## src/rtl/aud_unpack_pkg.sv

```systemverilog
package aud_unpack_pkg;

  typedef enum logic [1:0] {
    FMT_MONO8    = 2'd0,
    FMT_STEREO8  = 2'd1,
    FMT_MONO16   = 2'd2,
    FMT_STEREO16 = 2'd3
  } aud_fmt_e;

  typedef struct packed {
    aud_fmt_e fmt;
    logic     lsb_first;
    logic     flip_msb;
  } aud_cfg_t;

  // bit 1 of the format code marks full-width samples
  function automatic logic is_narrow(aud_fmt_e f);
    return ~f[1];
  endfunction

  function automatic logic is_mono(aud_fmt_e f);
    return ~f[0];
  endfunction

endpackage

```

## src/rtl/aud_word_hold.sv

```systemverilog
module aud_word_hold
  import aud_unpack_pkg::*;
#(
  parameter int WORD_W = 32,
  parameter int IDX_W  = 2
) (
  input  logic              clk,
  input  logic              rst_n,
  input  logic              in_valid,
  output logic              in_ready,
  input  logic [WORD_W-1:0] in_word,
  input  aud_cfg_t          in_cfg,
  output logic              out_valid,
  input  logic              out_ready,
  output logic [WORD_W-1:0] held_word,
  output aud_cfg_t          held_cfg,
  output logic [IDX_W-1:0]  pair_idx
);

  localparam int LANES = 1 << IDX_W;

  logic              full_q, full_d;
  logic [IDX_W-1:0]  idx_q, idx_d;
  logic [WORD_W-1:0] word_q;
  aud_cfg_t          cfg_q;
  logic [IDX_W-1:0]  last_idx;
  logic              give, drain, take;

  always_comb begin
    case (cfg_q.fmt)
      FMT_MONO8:               last_idx = IDX_W'(LANES - 1);
      FMT_STEREO8, FMT_MONO16: last_idx = IDX_W'(LANES / 2 - 1);
      default:                 last_idx = IDX_W'(LANES / 4 - 1);
    endcase
  end

  assign give     = full_q & out_ready;
  assign drain    = give & (idx_q == last_idx);
  assign in_ready = ~full_q | drain;
  assign take     = in_valid & in_ready;

  always_comb begin
    full_d = full_q;
    idx_d  = idx_q;
    if (take) begin
      full_d = 1'b1;
      idx_d  = '0;
    end else if (drain) begin
      full_d = 1'b0;
      idx_d  = '0;
    end else if (give) begin
      idx_d  = idx_q + 1'b1;
    end
  end

  always_ff @(posedge clk or negedge rst_n) begin
    if (!rst_n) begin
      full_q <= 1'b0;
      idx_q  <= '0;
    end else begin
      full_q <= full_d;
      idx_q  <= idx_d;
    end
  end

  always_ff @(posedge clk or negedge rst_n) begin
    if (!rst_n) begin
      word_q <= '0;
      cfg_q  <= '{fmt: FMT_MONO8, lsb_first: 1'b0, flip_msb: 1'b0};
    end else if (take) begin
      word_q <= in_word;
      cfg_q  <= in_cfg;
    end
  end

  assign out_valid = full_q;
  assign held_word = word_q;
  assign held_cfg  = cfg_q;
  assign pair_idx  = idx_q;

  // an accepted word is presented on the next cycle
  p_load_shows_r10: assert property (@(posedge clk) disable iff (!rst_n)
    in_valid && in_ready |=> out_valid);

  // the pair index never passes the format's last pair
  p_index_in_range_r1: assert property (@(posedge clk) disable iff (!rst_n)
    out_valid |-> idx_q <= last_idx);

  // taking the last pair with no new word empties the holder
  p_last_frees_r1: assert property (@(posedge clk) disable iff (!rst_n)
    out_valid && out_ready && (idx_q == last_idx) && !in_valid |=> !out_valid);

endmodule

```

## src/rtl/aud_lane_pick.sv

```systemverilog
module aud_lane_pick
  import aud_unpack_pkg::*;
#(
  parameter int SAMP_W = 16
) (
  input  logic [2*SAMP_W-1:0] word,
  input  aud_fmt_e            fmt,
  input  logic                lsb_first,
  input  logic [1:0]          idx,
  output logic [SAMP_W/2-1:0] byte_l,
  output logic [SAMP_W/2-1:0] byte_r,
  output logic [SAMP_W-1:0]   half_l,
  output logic [SAMP_W-1:0]   half_r
);

  localparam int NARROW_W = SAMP_W / 2;
  localparam int BYTES    = 4;
  localparam int HALVES   = 2;

  logic [NARROW_W-1:0] lane_b [BYTES];
  logic [SAMP_W-1:0]   lane_h [HALVES];

  // lane arrays indexed by address offset inside the word
  for (genvar k = 0; k < BYTES; k++) begin : g_byte
    assign lane_b[k] = lsb_first ? word[k*NARROW_W +: NARROW_W]
                                 : word[(BYTES-1-k)*NARROW_W +: NARROW_W];
  end

  for (genvar h = 0; h < HALVES; h++) begin : g_half
    assign lane_h[h] = lsb_first ? word[h*SAMP_W +: SAMP_W]
                                 : word[(HALVES-1-h)*SAMP_W +: SAMP_W];
  end

  always_comb begin
    byte_l = lane_b[idx];
    byte_r = lane_b[idx];
    half_l = lane_h[idx[0]];
    half_r = lane_h[idx[0]];
    case (fmt)
      FMT_STEREO8: begin
        byte_l = lane_b[{idx[0], 1'b0}];
        byte_r = lane_b[{idx[0], 1'b1}];
      end
      FMT_STEREO16: begin
        half_l = lane_h[0];
        half_r = lane_h[1];
      end
      default: ;
    endcase
  end

endmodule

```

## src/rtl/aud_widen.sv

```systemverilog
module aud_widen #(
  parameter int SAMP_W = 16
) (
  input  logic                narrow,
  input  logic                flip_msb,
  input  logic [SAMP_W/2-1:0] byte_in,
  input  logic [SAMP_W-1:0]   half_in,
  output logic [SAMP_W-1:0]   sample_o
);

  localparam int NARROW_W = SAMP_W / 2;

  logic [NARROW_W-1:0] top_byte;

  always_comb begin
    top_byte = byte_in;
    top_byte[NARROW_W-1] = byte_in[NARROW_W-1] ^ flip_msb;
    if (narrow) sample_o = {top_byte, {NARROW_W{1'b0}}};
    else        sample_o = half_in;
  end

endmodule

```

## src/rtl/aud_unpacker.sv

```systemverilog
module aud_unpacker
  import aud_unpack_pkg::*;
#(
  parameter int SAMP_W = 16
) (
  input  logic                clk,
  input  logic                rst_n,
  input  logic [1:0]          fmt_i,
  input  logic                lsb_first_i,
  input  logic                flip_msb_i,
  input  logic                word_valid_i,
  output logic                word_ready_o,
  input  logic [2*SAMP_W-1:0] word_i,
  output logic                pair_valid_o,
  input  logic                pair_ready_i,
  output logic [SAMP_W-1:0]   left_o,
  output logic [SAMP_W-1:0]   right_o
);

  localparam int WORD_W   = 2 * SAMP_W;
  localparam int NARROW_W = SAMP_W / 2;
  localparam int IDX_W    = 2;

  aud_cfg_t            pin_cfg, held_cfg;
  logic [WORD_W-1:0]   held_word;
  logic [IDX_W-1:0]    pair_idx;
  logic [NARROW_W-1:0] ch_byte [2];
  logic [SAMP_W-1:0]   ch_half [2];
  logic [SAMP_W-1:0]   ch_out  [2];

  assign pin_cfg = '{fmt: aud_fmt_e'(fmt_i), lsb_first: lsb_first_i,
                     flip_msb: flip_msb_i};

  aud_word_hold #(.WORD_W(WORD_W), .IDX_W(IDX_W)) hold_i (
    .clk       (clk),
    .rst_n     (rst_n),
    .in_valid  (word_valid_i),
    .in_ready  (word_ready_o),
    .in_word   (word_i),
    .in_cfg    (pin_cfg),
    .out_valid (pair_valid_o),
    .out_ready (pair_ready_i),
    .held_word (held_word),
    .held_cfg  (held_cfg),
    .pair_idx  (pair_idx)
  );

  aud_lane_pick #(.SAMP_W(SAMP_W)) pick_i (
    .word      (held_word),
    .fmt       (held_cfg.fmt),
    .lsb_first (held_cfg.lsb_first),
    .idx       (pair_idx),
    .byte_l    (ch_byte[0]),
    .byte_r    (ch_byte[1]),
    .half_l    (ch_half[0]),
    .half_r    (ch_half[1])
  );

  for (genvar c = 0; c < 2; c++) begin : g_chan
    aud_widen #(.SAMP_W(SAMP_W)) widen_i (
      .narrow   (is_narrow(held_cfg.fmt)),
      .flip_msb (held_cfg.flip_msb),
      .byte_in  (ch_byte[c]),
      .half_in  (ch_half[c]),
      .sample_o (ch_out[c])
    );
  end

  assign left_o  = ch_out[0];
  assign right_o = ch_out[1];

  // mono formats drive the same sample on both channels
  p_mono_dup_r8: assert property (@(posedge clk) disable iff (!rst_n)
    pair_valid_o && is_mono(held_cfg.fmt) |-> left_o == right_o);

  // narrow samples leave the low byte zero
  p_zero_low_r5: assert property (@(posedge clk) disable iff (!rst_n)
    pair_valid_o && is_narrow(held_cfg.fmt)
    |-> (left_o[NARROW_W-1:0] == '0) && (right_o[NARROW_W-1:0] == '0));

  // a stalled pair is held unchanged
  p_stall_hold_r9: assert property (@(posedge clk) disable iff (!rst_n)
    pair_valid_o && !pair_ready_i
    |=> pair_valid_o && $stable(left_o) && $stable(right_o));

endmodule

```

## config.mk

```make
export PLATFORM = sky130hd
export DESIGN_NAME = aud_unpacker
export DESIGN_NICKNAME = d
export VERILOG_FILES = /design/src/rtl/aud_unpack_pkg.sv /design/src/rtl/aud_word_hold.sv /design/src/rtl/aud_lane_pick.sv /design/src/rtl/aud_widen.sv /design/src/rtl/aud_unpacker.sv
export SDC_FILE = /design/constraint.sdc
export NUM_CORES = 1
export LEC_CHECK = 0
export ABC_AREA = 0
export BUFFER_PORTS_ARGS = -buffer_cell sky130_fd_sc_hd__buf_2
export CAP_MARGIN = 30
export CORE_MARGIN = 1
export CORE_UTILIZATION = 55
export DETAILED_ROUTE_END_ITERATION = 10
export HOLD_SLACK_MARGIN = 0.15
export PLACE_DENSITY = 0.85
export SLEW_MARGIN = 20
export SYNTH_ARGS = -nofsm -noshare
export SYNTH_HDL_FRONTEND = slang
export SYNTH_SLANG_ARGS = --single-unit
```

## constraint.sdc

```tcl
create_clock -name clk -period 2.5 [get_ports clk]
set_input_delay 0.5 -clock clk [delete_from_list [all_inputs] [get_ports clk]]
set_output_delay 0.5 -clock clk [all_outputs]
set_load 0.02 [all_outputs]
```

==> flow_summary.json <==
{
  "status": "complete, but fails checks",
  "violations": "negative setup slack",
  "num_vias": 3490,
  "ctsHtreeMaxLevel": 2,
  "synthSimpleGateAreaFrac": 0.136,
  "worstHoldPathCells": 3,
  "final_nets": 474,
  "layout-drive-gt1-share": 0.476,
  "antenna_found_initial": 0,
  "tightest_slew_ns": 0.677,
  "finalCritPeriodShare": 1.10,
  "antenna_cells": 0,
  "synth-seq-cells": 39,
  "port_buffers": 73,
  "setup_violations": 28,
  "clock_latency_ns": 0.30,
  "cts_buffers": 5,
  "cts_root_buf": "clkbuf_8",
  "gp_congestion": 0.897,
  "finalHoldViolations": 0,
  "path_clk_slew_ns": 0.09,
  "syn_area_per_cell_sq_um": 10.1,
  "synth_top_family_by_area": "multiplexers",
  "yosys.area_share.adder": 0,
  "grt_pass1_wl_mm": 17.7,
  "num_rows": 27,
  "cp-start-kind": "register",
  "initial_core_util": 0.585,
  "seq_area_frac_synth": 0.295,
  "grt_overflow": 0,
  "cts_tree": "built",
  "max-slew-margin-rel": 0.547,
  "drv_cap": 0,
  "min_path_type": "primary input to register",
  "core_area_sq_mm": 0.00564,
  "dp_hpwl_mm": 6.44,
  "required_ns": 2.00,
  "die_h_um": 79.5,
  "arrival_ns": 2.26,
  "synth.net_count": 367,
  "setup_ws_ns": -0.262,
  "synth_cell_type_count": 32,
  "endpoint_kind": "output pin",
  "hold_slack_ns": 0.454,
  "fin_util": 0.804,
  "syn2layout_area_growth_pct": 37.4,
  "clkSinkCount": 39,
  "drt-initial-drc-count": 359,
  "drv_slew": 0,
  "grt_usage": 0.376,
  "die_x_um": 79.5,
  "max_freq_mhz": 362,
  "synth_compound_area_frac": 0.136,
  "finalClockSkew_ns": 0.00810,
  "worstRegToRegCells": 6,
  "worst-setup-path-type": "register to output pin",
  "avgViaCountPerCell": 6.88,
  "routed_wl_mm": 11.6,
  "syn_area_sq_mm": 0.00330,
  "drc": 0,
  "grt_pass1_vias": 3443,
  "grt_max_degree": 40,
  "ant_nets": 0,
  "synth-warning-count": 0,
  "yosys.area_share.xor_xnor": 0.0231,
  "clk_path_buf_depth": 2,
  "synth_cells": 327,
  "rsz0062_at_grt": "true",
  "dr.pass1.iters": 5,
  "die_area_sq_mm": 0.00632,
  "ioPinCount": 74,
  "synthMuxAreaShare": 0.351,
  "wire_per_inst_um": 22.8,
  "fin_crit_ns": 2.76,
  "path_max_fanout": 4
}
[layout make-up]
type / instances / area [sq um]
clock buffers: 5 / 68.8
multi-input cells: 252 / 2270
inverters: 4 / 15.0
well taps: 72 / 90.1
flip-flops and latches: 39 / 985
fillers: 300 / 1100
clock inverters: 3 / 67.6
repair buffers: 132 / 1050
[worst max-delay path, cell delays in order (launching register included)]
cell and delay (ns):
dfrtp_1 0.42, buf_6 0.15, a21oi_4 0.19, xnor2_4 0.16
buf_12 0.14, buf_12 0.11, mux2_4 0.29, a221o_1 0.36
buf_6 0.15
[per-stage QoR]
stage               std cells  instance area, sq um  setup slack, ns  setup TNS (ns)
detailed placement        461                  3740           -0.130          -0.917
global placement          461                  3740          -0.0200         -0.0374
floorplan                 327                  3300            0.114               0
CTS                       496                  4410           -0.150           -1.77
global route              507                  4540           -0.278           -4.76
finish                    507                  4540           -0.262           -3.96
[repair_timing]
action,CTS,global route
hold buffers,0,1
pin swaps,19,12
endpoints found under the hold margin,0,7
gates cloned,2,1
resized for setup,73,18
setup endpoints to repair,30,29
setup buffers,25,12
[synth_stat cells, drive strengths merged]
cell      n  area [sq um]
o211a     1          10.0
buf      19           128
nand2b    3          18.8
xnor2     7          76.3
nand3     1          5.00
inv       4          15.0
or2       2          12.5
o21ai     2          10.0
mux2     14           158
clkbuf   13          48.8
o22ai    36           225
nor2b     1          6.26
mux4     32           721
nor2     28           108
dfrtp    39           976
mux2i    28           280
nand2    74           278
o21a      1          7.51
o221ai    2          17.5
a21oi     2          21.3
nand4bb   2          22.5
a21boi    2          18.8
a221o    14           140
[cells by family after synthesis]
logic type             after synthesis
AND/OR/NAND/NOR                    111
AO/OA/AOI/OAI                       60
buffers and inverters               36
flip-flops                          39
multiplexers                        74
XOR/XNOR                             7
[cells in the final DEF, fill, tap and decap left out, types with 7 or more instances in the layout]
master,netlist,final
mux2_4,0,12
mux2i_1,28,23
a221o_1,14,14
buf_6,3,28
dfrtp_1,39,32
nor2_1,27,24
o22ai_1,36,36
mux4_2,32,32
buf_2,9,53
dfrtp_2,0,7
nand2_1,74,74
buf_4,6,44
[metal layers]
layer,part of all wire,up-vias,GRT usage,wire length (um)
met2,0.48,320,0.597,5550
met1,0.36,1645,0.474,4120
met4,0.067,0,0.249,774
met3,0.098,89,0.0594,1140
met5,0,-,0,0
li1,-,1436,-,-
[worst paths after layout]
| check | start | slack (ns) | endpoint |
|---|---|---|---|
| max reg2reg | hold_i.held_cfg[3]$_DFFE_PN0P_ | 0.46 | hold_i.held_cfg[2]$_DFFE_PN0P_ |
| max | hold_i.pair_idx[0]$_DFFE_PN0P_ | -0.26 | right_o[14] |
| min | flip_msb_i | 0.45 | hold_i.held_cfg[0]$_DFFE_PN0P_ |
| min reg2reg | hold_i.held_word[7]$_DFFE_PN0P_ | 0.61 | hold_i.held_word[7]$_DFFE_PN0P_ |
| max in group asynchronous | rst_n | 1.47 | hold_i.held_word[23]$_DFFE_PN0P_ |
| min in group asynchronous | rst_n | 0.59 | hold_i.held_word[28]$_DFFE_PN0P_ |
[sequential cells by signal, summed over array words and instances (netlist names)]
register and flops:
hold_i.held_word 32, hold_i.held_cfg 4, hold_i.out_valid 1, hold_i.pair_idx 2
Power is not shown: default switching activity piles up to over one toggle a cycle in this logic, so the estimate is an artifact.
